<file path="config.mk">
export PLATFORM = sky130hd
export DESIGN_NAME = iter_mult
export DESIGN_NICKNAME = d
export VERILOG_FILES = /design/src/rtl/imul_pkg.sv /design/src/rtl/imul_digit_acc.sv /design/src/rtl/imul_ctrl.sv /design/src/rtl/iter_mult.sv
export SDC_FILE = /design/constraint.sdc
export NUM_CORES = 1
export LEC_CHECK = 0
export BUFFER_PORTS_ARGS = -buffer_cell sky130_fd_sc_hd__buf_2
export CORE_MARGIN = 2
export CORE_UTILIZATION = 35
export DETAILED_ROUTE_END_ITERATION = 8
export SLEW_MARGIN = 20
export SYNTH_ARGS = -nofsm -noshare
export SYNTH_HDL_FRONTEND = slang
export SYNTH_SLANG_ARGS = --single-unit
</file>
<file path="constraint.sdc">
create_clock -name clk -period 4.6 [get_ports clk]
set_input_delay 0.92 -clock clk [delete_from_list [all_inputs] [get_ports clk]]
set_output_delay 0.92 -clock clk [all_outputs]
set_load 0.1 [all_outputs]
</file>
<file path="src/rtl/imul_pkg.sv">
package imul_pkg;
  typedef enum logic [1:0] {
    ST_IDLE = 2'd0,
    ST_PREP = 2'd1,
    ST_RUN  = 2'd2,
    ST_FIN  = 2'd3
  } imul_state_e;

  localparam int FIXED_CYCLES = 3;
endpackage

</file>
<file path="src/rtl/imul_digit_acc.sv">
// Adds multiplicand * digit to the accumulator; one shifted term per digit bit.
module imul_digit_acc #(
  parameter int W  = 32,
  parameter int DB = 2
) (
  input  logic [W-1:0]  acc_i,
  input  logic [W-1:0]  mcand_i,
  input  logic [DB-1:0] digit_i,
  output logic [W-1:0]  sum_o
);
  logic [W-1:0] term [DB];

  generate
    for (genvar b = 0; b < DB; b++) begin : g_term
      assign term[b] = digit_i[b] ? (mcand_i << b) : '0;
    end
  endgenerate

  always_comb begin
    sum_o = acc_i;
    for (int b = 0; b < DB; b++) begin
      sum_o = sum_o + term[b];
    end
  end
endmodule

</file>
<file path="src/rtl/imul_ctrl.sv">
// Sequencer: accept, one preparation cycle, iterations, one finish cycle.
module imul_ctrl
  import imul_pkg::*;
#(
  parameter int IW = 5
) (
  input  logic          clk,
  input  logic          rst,
  input  logic          start_i,
  input  logic          rem_zero_i,
  input  logic          next_zero_i,
  output logic          load_o,
  output logic          step_o,
  output logic          fin_o,
  output logic          busy_o,
  output logic [IW-1:0] iters_o
);
  imul_state_e state_q, state_d;

  assign load_o = (state_q == ST_IDLE) && start_i;
  assign step_o = (state_q == ST_RUN);
  assign fin_o  = (state_q == ST_FIN);

  always_comb begin
    state_d = state_q;
    case (state_q)
      ST_IDLE: if (start_i) state_d = ST_PREP;
      ST_PREP: state_d = rem_zero_i ? ST_FIN : ST_RUN;
      ST_RUN:  if (next_zero_i) state_d = ST_FIN;
      ST_FIN:  state_d = ST_IDLE;
      default: state_d = ST_IDLE;
    endcase
  end

  always_ff @(posedge clk) begin
    if (rst) begin
      state_q <= ST_IDLE;
      busy_o  <= 1'b0;
      iters_o <= '0;
    end else begin
      state_q <= state_d;
      if (load_o) begin
        busy_o  <= 1'b1;
        iters_o <= '0;
      end else if (fin_o) begin
        busy_o  <= 1'b0;
      end
      if (step_o) iters_o <= iters_o + 1'b1;
    end
  end
endmodule

</file>
<file path="src/rtl/iter_mult.sv">
module iter_mult #(
  parameter  int W        = 32,
  parameter  int DB       = 2,
  localparam int MAX_IT   = (W + DB - 1) / DB,
  localparam int MAX_LAT  = MAX_IT + 3,
  localparam int CW       = $clog2(MAX_LAT + 1)
) (
  input  logic          clk,
  input  logic          rst,
  input  logic          start_i,
  input  logic [W-1:0]  dst_i,
  input  logic [W-1:0]  src_i,
  output logic          busy_o,
  output logic          done_o,
  output logic [W-1:0]  prod_o,
  output logic [CW-1:0] cycles_o
);
  localparam int IW = $clog2(MAX_IT + 1);

  logic [W-1:0]  acc_q, mcand_q, rem_q, sum;
  logic [W-1:0]  rem_next;
  logic          load, step, fin;
  logic [IW-1:0] iters;

  assign rem_next = rem_q >> DB;

  imul_ctrl #(.IW(IW)) u_ctrl (
    .clk         (clk),
    .rst         (rst),
    .start_i     (start_i),
    .rem_zero_i  (rem_q == '0),
    .next_zero_i (rem_next == '0),
    .load_o      (load),
    .step_o      (step),
    .fin_o       (fin),
    .busy_o      (busy_o),
    .iters_o     (iters)
  );

  imul_digit_acc #(.W(W), .DB(DB)) u_acc (
    .acc_i   (acc_q),
    .mcand_i (mcand_q),
    .digit_i (rem_q[DB-1:0]),
    .sum_o   (sum)
  );

  always_ff @(posedge clk) begin
    if (rst) begin
      acc_q    <= '0;
      mcand_q  <= '0;
      rem_q    <= '0;
      done_o   <= 1'b0;
      prod_o   <= '0;
      cycles_o <= '0;
    end else begin
      done_o <= fin;
      if (load) begin
        acc_q   <= '0;
        mcand_q <= dst_i;
        rem_q   <= src_i;
      end else if (step) begin
        acc_q   <= sum;
        mcand_q <= mcand_q << DB;
        rem_q   <= rem_next;
      end
      if (fin) begin
        prod_o   <= acc_q;
        cycles_o <= CW'(iters) + CW'(imul_pkg::FIXED_CYCLES);
      end
    end
  end
endmodule

</file>
Word-level counts from Yosys, hierarchy flattened
Cells that the tools add are included.
Storage, ports and cells
  flip-flop bits (word level): 142
  latch bits: 0
  memory bits (writable): 0
  memory bits (read-only): 0
  input bits: 67
  output and inout bits: 39
  logic and storage cells: 40
  memories kept: 0
Operators by class
  add/sub/neg operators: 4
  multiply operators: 0
  divide/modulo/power cells: 0
  order comparisons: 0
  equality and inequality tests: 5
  shift operators: 0
  mux-type cells: 14
  bitwise operators: 0
  reductions and logical operators: 8
Operators by type and width (number)
  two-way mux 32 bit: 6
  adder 32 bit: 2
  logical NOT 32 bit: 2
  two-way mux 5 bit: 2
  case mux 2 bit (4 select lines): 1
  adder 5 x 1 -> 5 bit, second input constant: 1
  adder 5 x 2 -> 5 bit, second input constant: 1
  equality test 2 bit, second input constant: 2
  two-way mux 2 bit: 2
  nonzero test 2 bit: 2
  two-way mux 1 bit: 3
  equality test 2 x 1 -> 1 bit, second input constant: 1
  logical NOT 2 bit: 1
  != test 2 x 1 -> 1 bit, second input constant: 1
  != test 2 bit, second input constant: 1
  AND reduction 2 bit: 1
  OR reduction 2 bit: 1
  logical AND 1 bit: 1

Logic depth before layout (Yosys ltp)
Gate-level depths: netlist of run 1.
  word-level depth: 4
  depth in mapped cells: 14
  depth with buffers taken out: 13

Cells and area by module
A second synthesis of run 1 with hierarchy kept.
Unflattened totals
  cells, all modules: 927
  area, all modules: 8785.9 µm²
By module, submodules not included
  iter_mult: instances 1, cells each 525, area each 5551.6 µm², seq. area each 2682.6 µm²
  imul_digit_acc: instances 1, cells each 354, area each 2776.4 µm², seq. area each 0.0 µm²
  imul_ctrl: instances 1, cells each 48, area each 457.9 µm², seq. area each 160.2 µm²

Worst setup path after synthesis of run 1
OpenSTA, ideal clock, no wires.
  path kind: register to register
  start point: register rem_q[1]
  end point: register acc_q[31]
  setup time: 72 ps
  arrival time: 3229 ps
  data required time: 4528 ps
  setup slack: 1299 ps
  cell stages (with the launch flop): 15
  path buffers: 1
  clock period less this slack: 3301 ps
  path through: dfxtp_1 > clkbuf_1 > nand2_1 > fa_1 > inv_1 > ha_1 > fa_1 > a21oi_1 > nand3b_4 > a211o_1 > a211o_2 > nand4_4 > a311oi_2 > mux2i_1 > mux2i_1
On the way
  word-level cells in the longest chain between the ends: 2
Ends and longest elaborated chain
  from (decl): line iter_mult.sv:20  | logic [W-1:0] acc_q, mcand_q, rem_q, sum;
  from (signal assigned): line iter_mult.sv:60  | rem_q <= src_i;
  from (signal assigned): line iter_mult.sv:64  | rem_q <= rem_next;
  two-way mux 32 bit: line imul_digit_acc.sv:15  | assign term[b] = digit_i[b] ? (mcand_i << b) : '0;
  adder 32 bit: line imul_digit_acc.sv:22  | sum_o = sum_o + term[b];
  to (signal assigned): line iter_mult.sv:62  | acc_q <= sum;
  to (decl): line iter_mult.sv:20
Every way passes these cells.
A chain may end at the register's enable or synchronous reset.

Worst setup path in the final report of run 1
  start point: register rem_q[0]
  end point: register acc_q[26]
On the way
  word-level cells in the longest chain between the ends: 3
Ends and longest elaborated chain (line)
  two-way mux 32 bit: imul_digit_acc.sv:15
  adder 32 bit (2 in series): imul_digit_acc.sv:22
Every way passes these cells.

==> results.toml, run 1 <==
[cells_and_area]
area_growth_pct = 14.7
layout.nets = 1157
stdcell_count = 1358
diodes = 0
fillers = 2480
final_util = 0.410
drive_gt1_frac = 0.165

[die]
fp.dieH_um = 162
row_count = 57
start_util = 0.357
core-area_sq_mm = 0.0243
die_area_sq_mm = 0.0261
io_pins = 106
die_w_um = 162

[clocking]
numCtsBuffers = 17
clk_pin_slew_ps = 70
cts-resized-gates = 0
cts_root_buffer = "clkbuf_16"
cts_buffer_depth = 2
h-tree-depth = 4
tritoncts = "built"
post-cts-setup-buffers = 0
clock_latency_ps = 430
clkSinkCount = 142
cts_hold_buf = 0

[sta]
post-route-period-util = 0.811
setup_viol = 0
max_freq_mhz = 268
fin_tns_setup_ps = 0
worstMarginPinSlew_ps = 982
hold_viol = 0
max-slew-margin-rel = 0.345
grt_setup_unrepaired = "no"
hold_slack_ps = 479
skew_ps = 8.55
period_minus_slack_ps = 3730
slew_viol_final = 0

[status]
outcome = "finished clean"

[global_routing]
grt_max_degree = 92
grt_pass1_wl_um = 35700
grtUsageTotal = 0.168
grt_pass1_vias = 7009
grt_overflow = 0
antenna_found_initial = 0

[synth]
netlist_area_sq_mm = 0.00869
yosys.area.top_type = "dfxtp_1"
async_flop_share = 0
synth_cell_types = 70
synth_top_flop_cell = "dfxtp_1"
synth_area_leaders = "dfxtp_1, mux2i_1, fa_1, nor2_1, a211oi_1"
syn_avg_cell_area_sq_um = 9.09
yosysWarnings = 0
syn_inst = 956
synth_nets = 1092
synth_top_area_frac = 0.327
ys_seq_area_frac = 0.327
synth_seq_cells = 142
synth-edff-count = 0

[place]
place_inst = 1326
port_buffers = 105
routabilityCongestion = 0.893
hpwl_um = 15200

[pwr]
peakVddDrop_v = 0.000242
power_frac_comb = 0.343
pwr-share-clk = 0.297
switching_share = 0.391
total_power_mw = 4.69
p_switching_mw = 1.84
p_int_mw = 2.86
power_density_mw_per_mm2 = 471
p_leak_nw = 4.15
seq_power_share = 0.360

[setup_path]
start_kind = "flip-flop"
path_max_fanout = 19
crit_type = "reg -> reg"
r2r_cells = 11
r2r_slack_ps = 870
crit_family = "compound AO/OA/AOI/OAI gates"
cp.required_ps = 4960
slowest_stage = "dfxtp_1"
crit_path_max_incr_delay_ps = 720
path_buf_inv = 0
rr_startpoint = "rem_q[0]$_SDFFE_PP0P_"
path_cells = "and2_1, fa_1, ha_1, a21o_1, a21oi_1, o21ai_1, nand3_1, a211oi_2, o211ai_1, a2111oi_0, nand3b_1"
endpoint_kind = "flip-flop"
r2r-end = "acc_q[26]$_SDFFE_PP0P_"
crit_arrival_ps = 4090

[drt]
routed_via_density = 5.12
drc_errors = 0
wl_um = 21100
dr.pass1.iters = 4
dr_total_vias = 6956
wl_per_cell_um = 15.5
drtIter0Drc = 394
final_antenna_net_count = 0

[hold_path]
hold_path.class = "reg -> reg"
min_from = "acc_q[31]$_SDFFE_PP0P_"
holdPathStages = 2
hold_path_end = "acc_q[31]$_SDFFE_PP0P_"

[job]
maxCapViolations = 0
placed cells by master (no fill, tap or decap), types with 26 or more instances in the layout:
master / n
nand3_1: 26
fa_1: 31
a211oi_1: 66
mux2i_1: 113
and2_1: 61
nand2_1: 39
dfxtp_1: 142
a21oi_1: 45
ha_1: 36
nor2_1: 140
buf_2: 104
how the worst max path moves through the flow:
| stage | slack [ps] | cells after the start | to | start |
|---|---|---|---|---|
| after global placement | 980 | 13 | acc_q[31]$_SDFFE_PP0P_ | rem_q[0]$_SDFFE_PP0P_ |
| after floorplan | 1300 | 14 | acc_q[31]$_SDFFE_PP0P_ | rem_q[1]$_SDFFE_PP0P_ |
| after CTS | 840 | 12 | acc_q[31]$_SDFFE_PP0P_ | rem_q[0]$_SDFFE_PP0P_ |
| final | 870 | 11 | acc_q[26]$_SDFFE_PP0P_ | rem_q[0]$_SDFFE_PP0P_ |
| after detailed placement | 860 | 12 | acc_q[31]$_SDFFE_PP0P_ | rem_q[0]$_SDFFE_PP0P_ |
| after global routing | 630 | 11 | acc_q[26]$_SDFFE_PP0P_ | rem_q[0]$_SDFFE_PP0P_ |
layer usage:
metal / part of all wire / vias to the layer above / track usage
met5: 0 / - / 0
met4: 0.013 / 0 / 0.0483
met3: 0.032 / 21 / 0.0295
met2: 0.47 / 110 / 0.283
met1: 0.48 / 3295 / 0.221
li1: - / 3530 / -
flip-flops by register name, indices dropped and copies added, names as in the netlist:
| register | cells |
|---|---|
| acc_q | 32 |
| mcand_q | 32 |
| prod_o | 32 |
| rem_q | 32 |
| cycles_o | 5 |
| u_ctrl.iters_o | 5 |
| u_ctrl.state_q | 2 |
| done_o | 1 |
| u_ctrl.busy_o | 1 |
area by class of cell:
| cell class | instances | area, sq um | share of cell area |
|---|---|---|---|
| clock buffer | 17 | 425 | 0.0427 |
| clock inverter | 15 | 164 | 0.0165 |
| inverter | 15 | 56.3 | 0.00565 |
| multi-input combinational | 733 | 5490 | 0.551 |
| sequential | 142 | 2840 | 0.285 |
| tap | 324 | 405 | 0.0407 |
| timing repair buffer | 112 | 581 | 0.0583 |
through the flow:
stage	cell area (sq um)	setup slack (ps)
floorplan	8690	1300
global placement	9370	978
CTS	9960	844
detailed placement	9370	859
global route	9960	628
finish	9960	871
power by group through the flow:
stage,registers (mW),logic (mW),clock network [mW]
global route,1.72,1.79,1.48
CTS,1.69,1.63,1.43
finish,1.69,1.61,1.39
detailed placement,1.72,1.62,0
floorplan,1.68,1.29,0
global placement,1.72,1.59,0
worst reg2reg max path, cell delays in order, from the launching register on:
cell and delay (ps):
dfxtp_1 720, and2_1 250, fa_1 490, ha_1 320, a21o_1 110, a21oi_1 100, o21ai_1 340, nand3_1 220
a211oi_2 380, o211ai_1 180, a2111oi_0 400, nand3b_1 170
cells in the mapped netlist, types with 3 or more instances:
cell / instances
a21oi_1: 45
xor2_1: 11
o21ai_1: 4
xnor2_1: 11
a21o_1: 23
nand3_1: 26
and2_1: 61
o211ai_1: 4
or3_1: 3
and3_1: 4
buf_6: 6
nand3b_1: 6
nand2_1: 40
mux2i_1: 113
a31oi_1: 7
buf_1: 9
ha_1: 38
o21ai_0: 14
nor3_1: 16
a211oi_1: 66
nand4_1: 7
nor4_1: 7
o21bai_1: 8
clkbuf_1: 47
fa_1: 31
nor2_1: 140
dfxtp_1: 142
inv_1: 14
cell families (layout without fill, tap and decap cells):
logic type / count (synthesis) / after routing / share of synthesized area
XOR/XNOR: 22 / 22 / 0.0222
flip-flops: 142 / 142 / 0.327
adder cells (fa/ha/maj): 69 / 69 / 0.126
AO/OA/AOI/OAI: 202 / 202 / 0.166
multiplexers: 113 / 113 / 0.130
AND/OR/NAND/NOR: 327 / 327 / 0.184
buffers and inverters: 81 / 159 / 0.0441
Note: power is estimated with default switching activity, not from simulation.
==> run 2: changes to the inputs <==
ABC_AREA = 1   (was unset)
clock period = 3.3 ns   (was 4.6 ns; I/O delays follow)
==> run 2 against run 1 <==
Compared with the run above: cell area grew 7.3%; clock skew grew 1.0 ps; power grew 71%; die area grew 6.2%; synthesized cell count grew 50%; global-route usage grew 1.6 points; hold slack lost 16 ps; critical path depth grew 4; area after synthesis grew 6.4%; largest power group is now combinational logic; sequential power grew 49%; combinational power grew 110%.
==> results.toml, run 2 <==
[setup_path]
cp.required_ps = 3620
start_kind = "flip-flop"
path_max_fanout = 4
crit_path_max_incr_delay_ps = 480
crit_arrival_ps = 3130
crit_path_frequent_cell = "nand2_1"
path_cells = "nand2_1, fa_1, inv_1, ha_1, fa_1, nand3_1, nand3_1, nand2_1, nand2_1, nand2_1, nand2_1, nand2_1, nand2_1, o21ai_1, inv_1"
path_buf_inv = 2
endpoint_kind = "flip-flop"
crit_family = "adder cells"
slowest_stage = "fa_1"
crit_type = "reg -> reg"

[sta]
max_freq_mhz = 356
slew_viol_final = 0
max-slew-margin-rel = 0.293
fin_tns_setup_ps = 0
hold_viol = 0
setup_viol = 0
post-route-period-util = 0.851
skew_ps = 9.56
grt_setup_unrepaired = "no"
period_minus_slack_ps = 2810
worstMarginPinSlew_ps = 1060

[pwr]
p_leak_nw = 5.87
power_density_mw_per_mm2 = 750
total_power_mw = 8.01
peakVddDrop_v = 0.000481

[drt]
routed_via_density = 4.75
final_antenna_net_count = 0
dr_total_vias = 8815
dr.pass1.iters = 5
drtIter0Drc = 429
drc_errors = 0
wl_um = 25600
wl_per_cell_um = 13.8

[synth]
yosysWarnings = 0
netlist_area_sq_mm = 0.00925
syn_inst = 1432
async_flop_share = 0
yosys.area.top_type = "dfxtp_1"
synth_cell_types = 37
syn_avg_cell_area_sq_um = 6.46
synth_most_common_cell = "nand2_1"
synth_nets = 1568
ys_seq_area_frac = 0.307
synth_area_leaders = "dfxtp_1, nand2_1, inv_1, a21oi_1, fa_1"
synth_top_flop_cell = "dfxtp_1"
synth-edff-count = 0
synth_seq_cells = 142
synth_commonest_cells = "nand2_1, inv_1, nor2_1"
synth_top_area_frac = 0.307

[global_routing]
antenna_found_initial = 2
grt_pass1_vias = 8496
grt_pass1_wl_um = 42100
grt_overflow = 0
grtUsageTotal = 0.184
grt_max_degree = 89

[clocking]
numCtsBuffers = 17
tritoncts = "built"
clock_latency_ps = 430
cts_buffer_depth = 2
cts_hold_buf = 0
clkSinkCount = 142
h-tree-depth = 4
clk_pin_slew_ps = 60
post-cts-setup-buffers = 0
cts_root_buffer = "clkbuf_16"
cts-resized-gates = 0

[place]
port_buffers = 105
routabilityCongestion = 0.866
hpwl_um = 18800

[die]
core-area_sq_mm = 0.0260
row_count = 59
io_pins = 106
die_w_um = 167
start_util = 0.356
fp.dieH_um = 167
die_area_sq_mm = 0.0277

[cells_and_area]
layout.nets = 1641
area_growth_pct = 15.6
drive_gt1_frac = 0.121
mostFrequentLayoutCell = "nand2_1"
mostFrequentLayoutCells = "nand2_1, inv_1, nor2_1, dfxtp_1, a21oi_1"

[hold_path]
hold_path.class = "reg -> reg"

[job]
maxCapViolations = 0

[status]
outcome = "finished clean"
==> run 2: stage by stage <==
step                      setup WS [ps]  std cells  hold WS [ps]  utilization  area, sq um
after global placement              505       1821           449        0.387        10000
final                               491       1854           463        0.411        10700
after floorplan                     447       1432           440            -         9250
after detailed placement            475       1821           455        0.387        10000
after CTS                           469       1852           465        0.411        10700
after global routing                212       1853           480        0.411        10700
==> run 2: logic make-up after synthesis <==
kind of cell    count (synthesis)  share of synthesized area
buf+inv                       301                      0.126
xor+xnor                       20                     0.0189
fa+ha+maj                      69                      0.119
compound gates                273                      0.151
simple gates                  627                      0.278
flops                         142                      0.307
==> run 2: power breakdown <==
part	total, mW	switching [mW]	internal (mW)	leakage [nW]
Combinational	3.38	2.39	0.989	4.41
Clock	2.11	0.783	1.32	0.295
Sequential	2.52	0.373	2.15	1.16
==> run 2: tightest hold or removal path, delay by kind of cell, from the launching register on <==
family | cells | cell delay [ps]
DFF | 1 | 310
AOI/OAI and AO/OA | 1 | 50
and+or+nand+nor | 1 | 60
==> run 2: path summary, 6_finish.rpt <==
check | from | to | slack, ps | cells after the start
min reg2reg | rem_q[31]$_SDFFE_PP0P_ | rem_q[31]$_SDFFE_PP0P_ | 460 | 2
min | rem_q[31]$_SDFFE_PP0P_ | rem_q[31]$_SDFFE_PP0P_ | 460 | 2
max | mcand_q[1]$_SDFFE_PP0P_ | acc_q[17]$_SDFFE_PP0P_ | 490 | 15
max reg2reg | mcand_q[1]$_SDFFE_PP0P_ | acc_q[17]$_SDFFE_PP0P_ | 490 | 15
==> run 2: routing by layer <==
layer,share of wire,track usage,up-vias
li1,-,-,4583
met1,0.47,0.235,4055
met2,0.48,0.319,152
met3,0.040,0.0328,25
met4,0.017,0.0528,0
met5,0,0,-
==> run 2: layout make-up <==
class                      count  area, sq um
multi-input combinational    989         5250
sequential                   142         2840
fill                        2876        15300
antenna                        2         5.00
inverter                     236          886
clock buffer                  22          474
tap                          335          419
timing repair buffer         119          656
clock inverter                 9          159
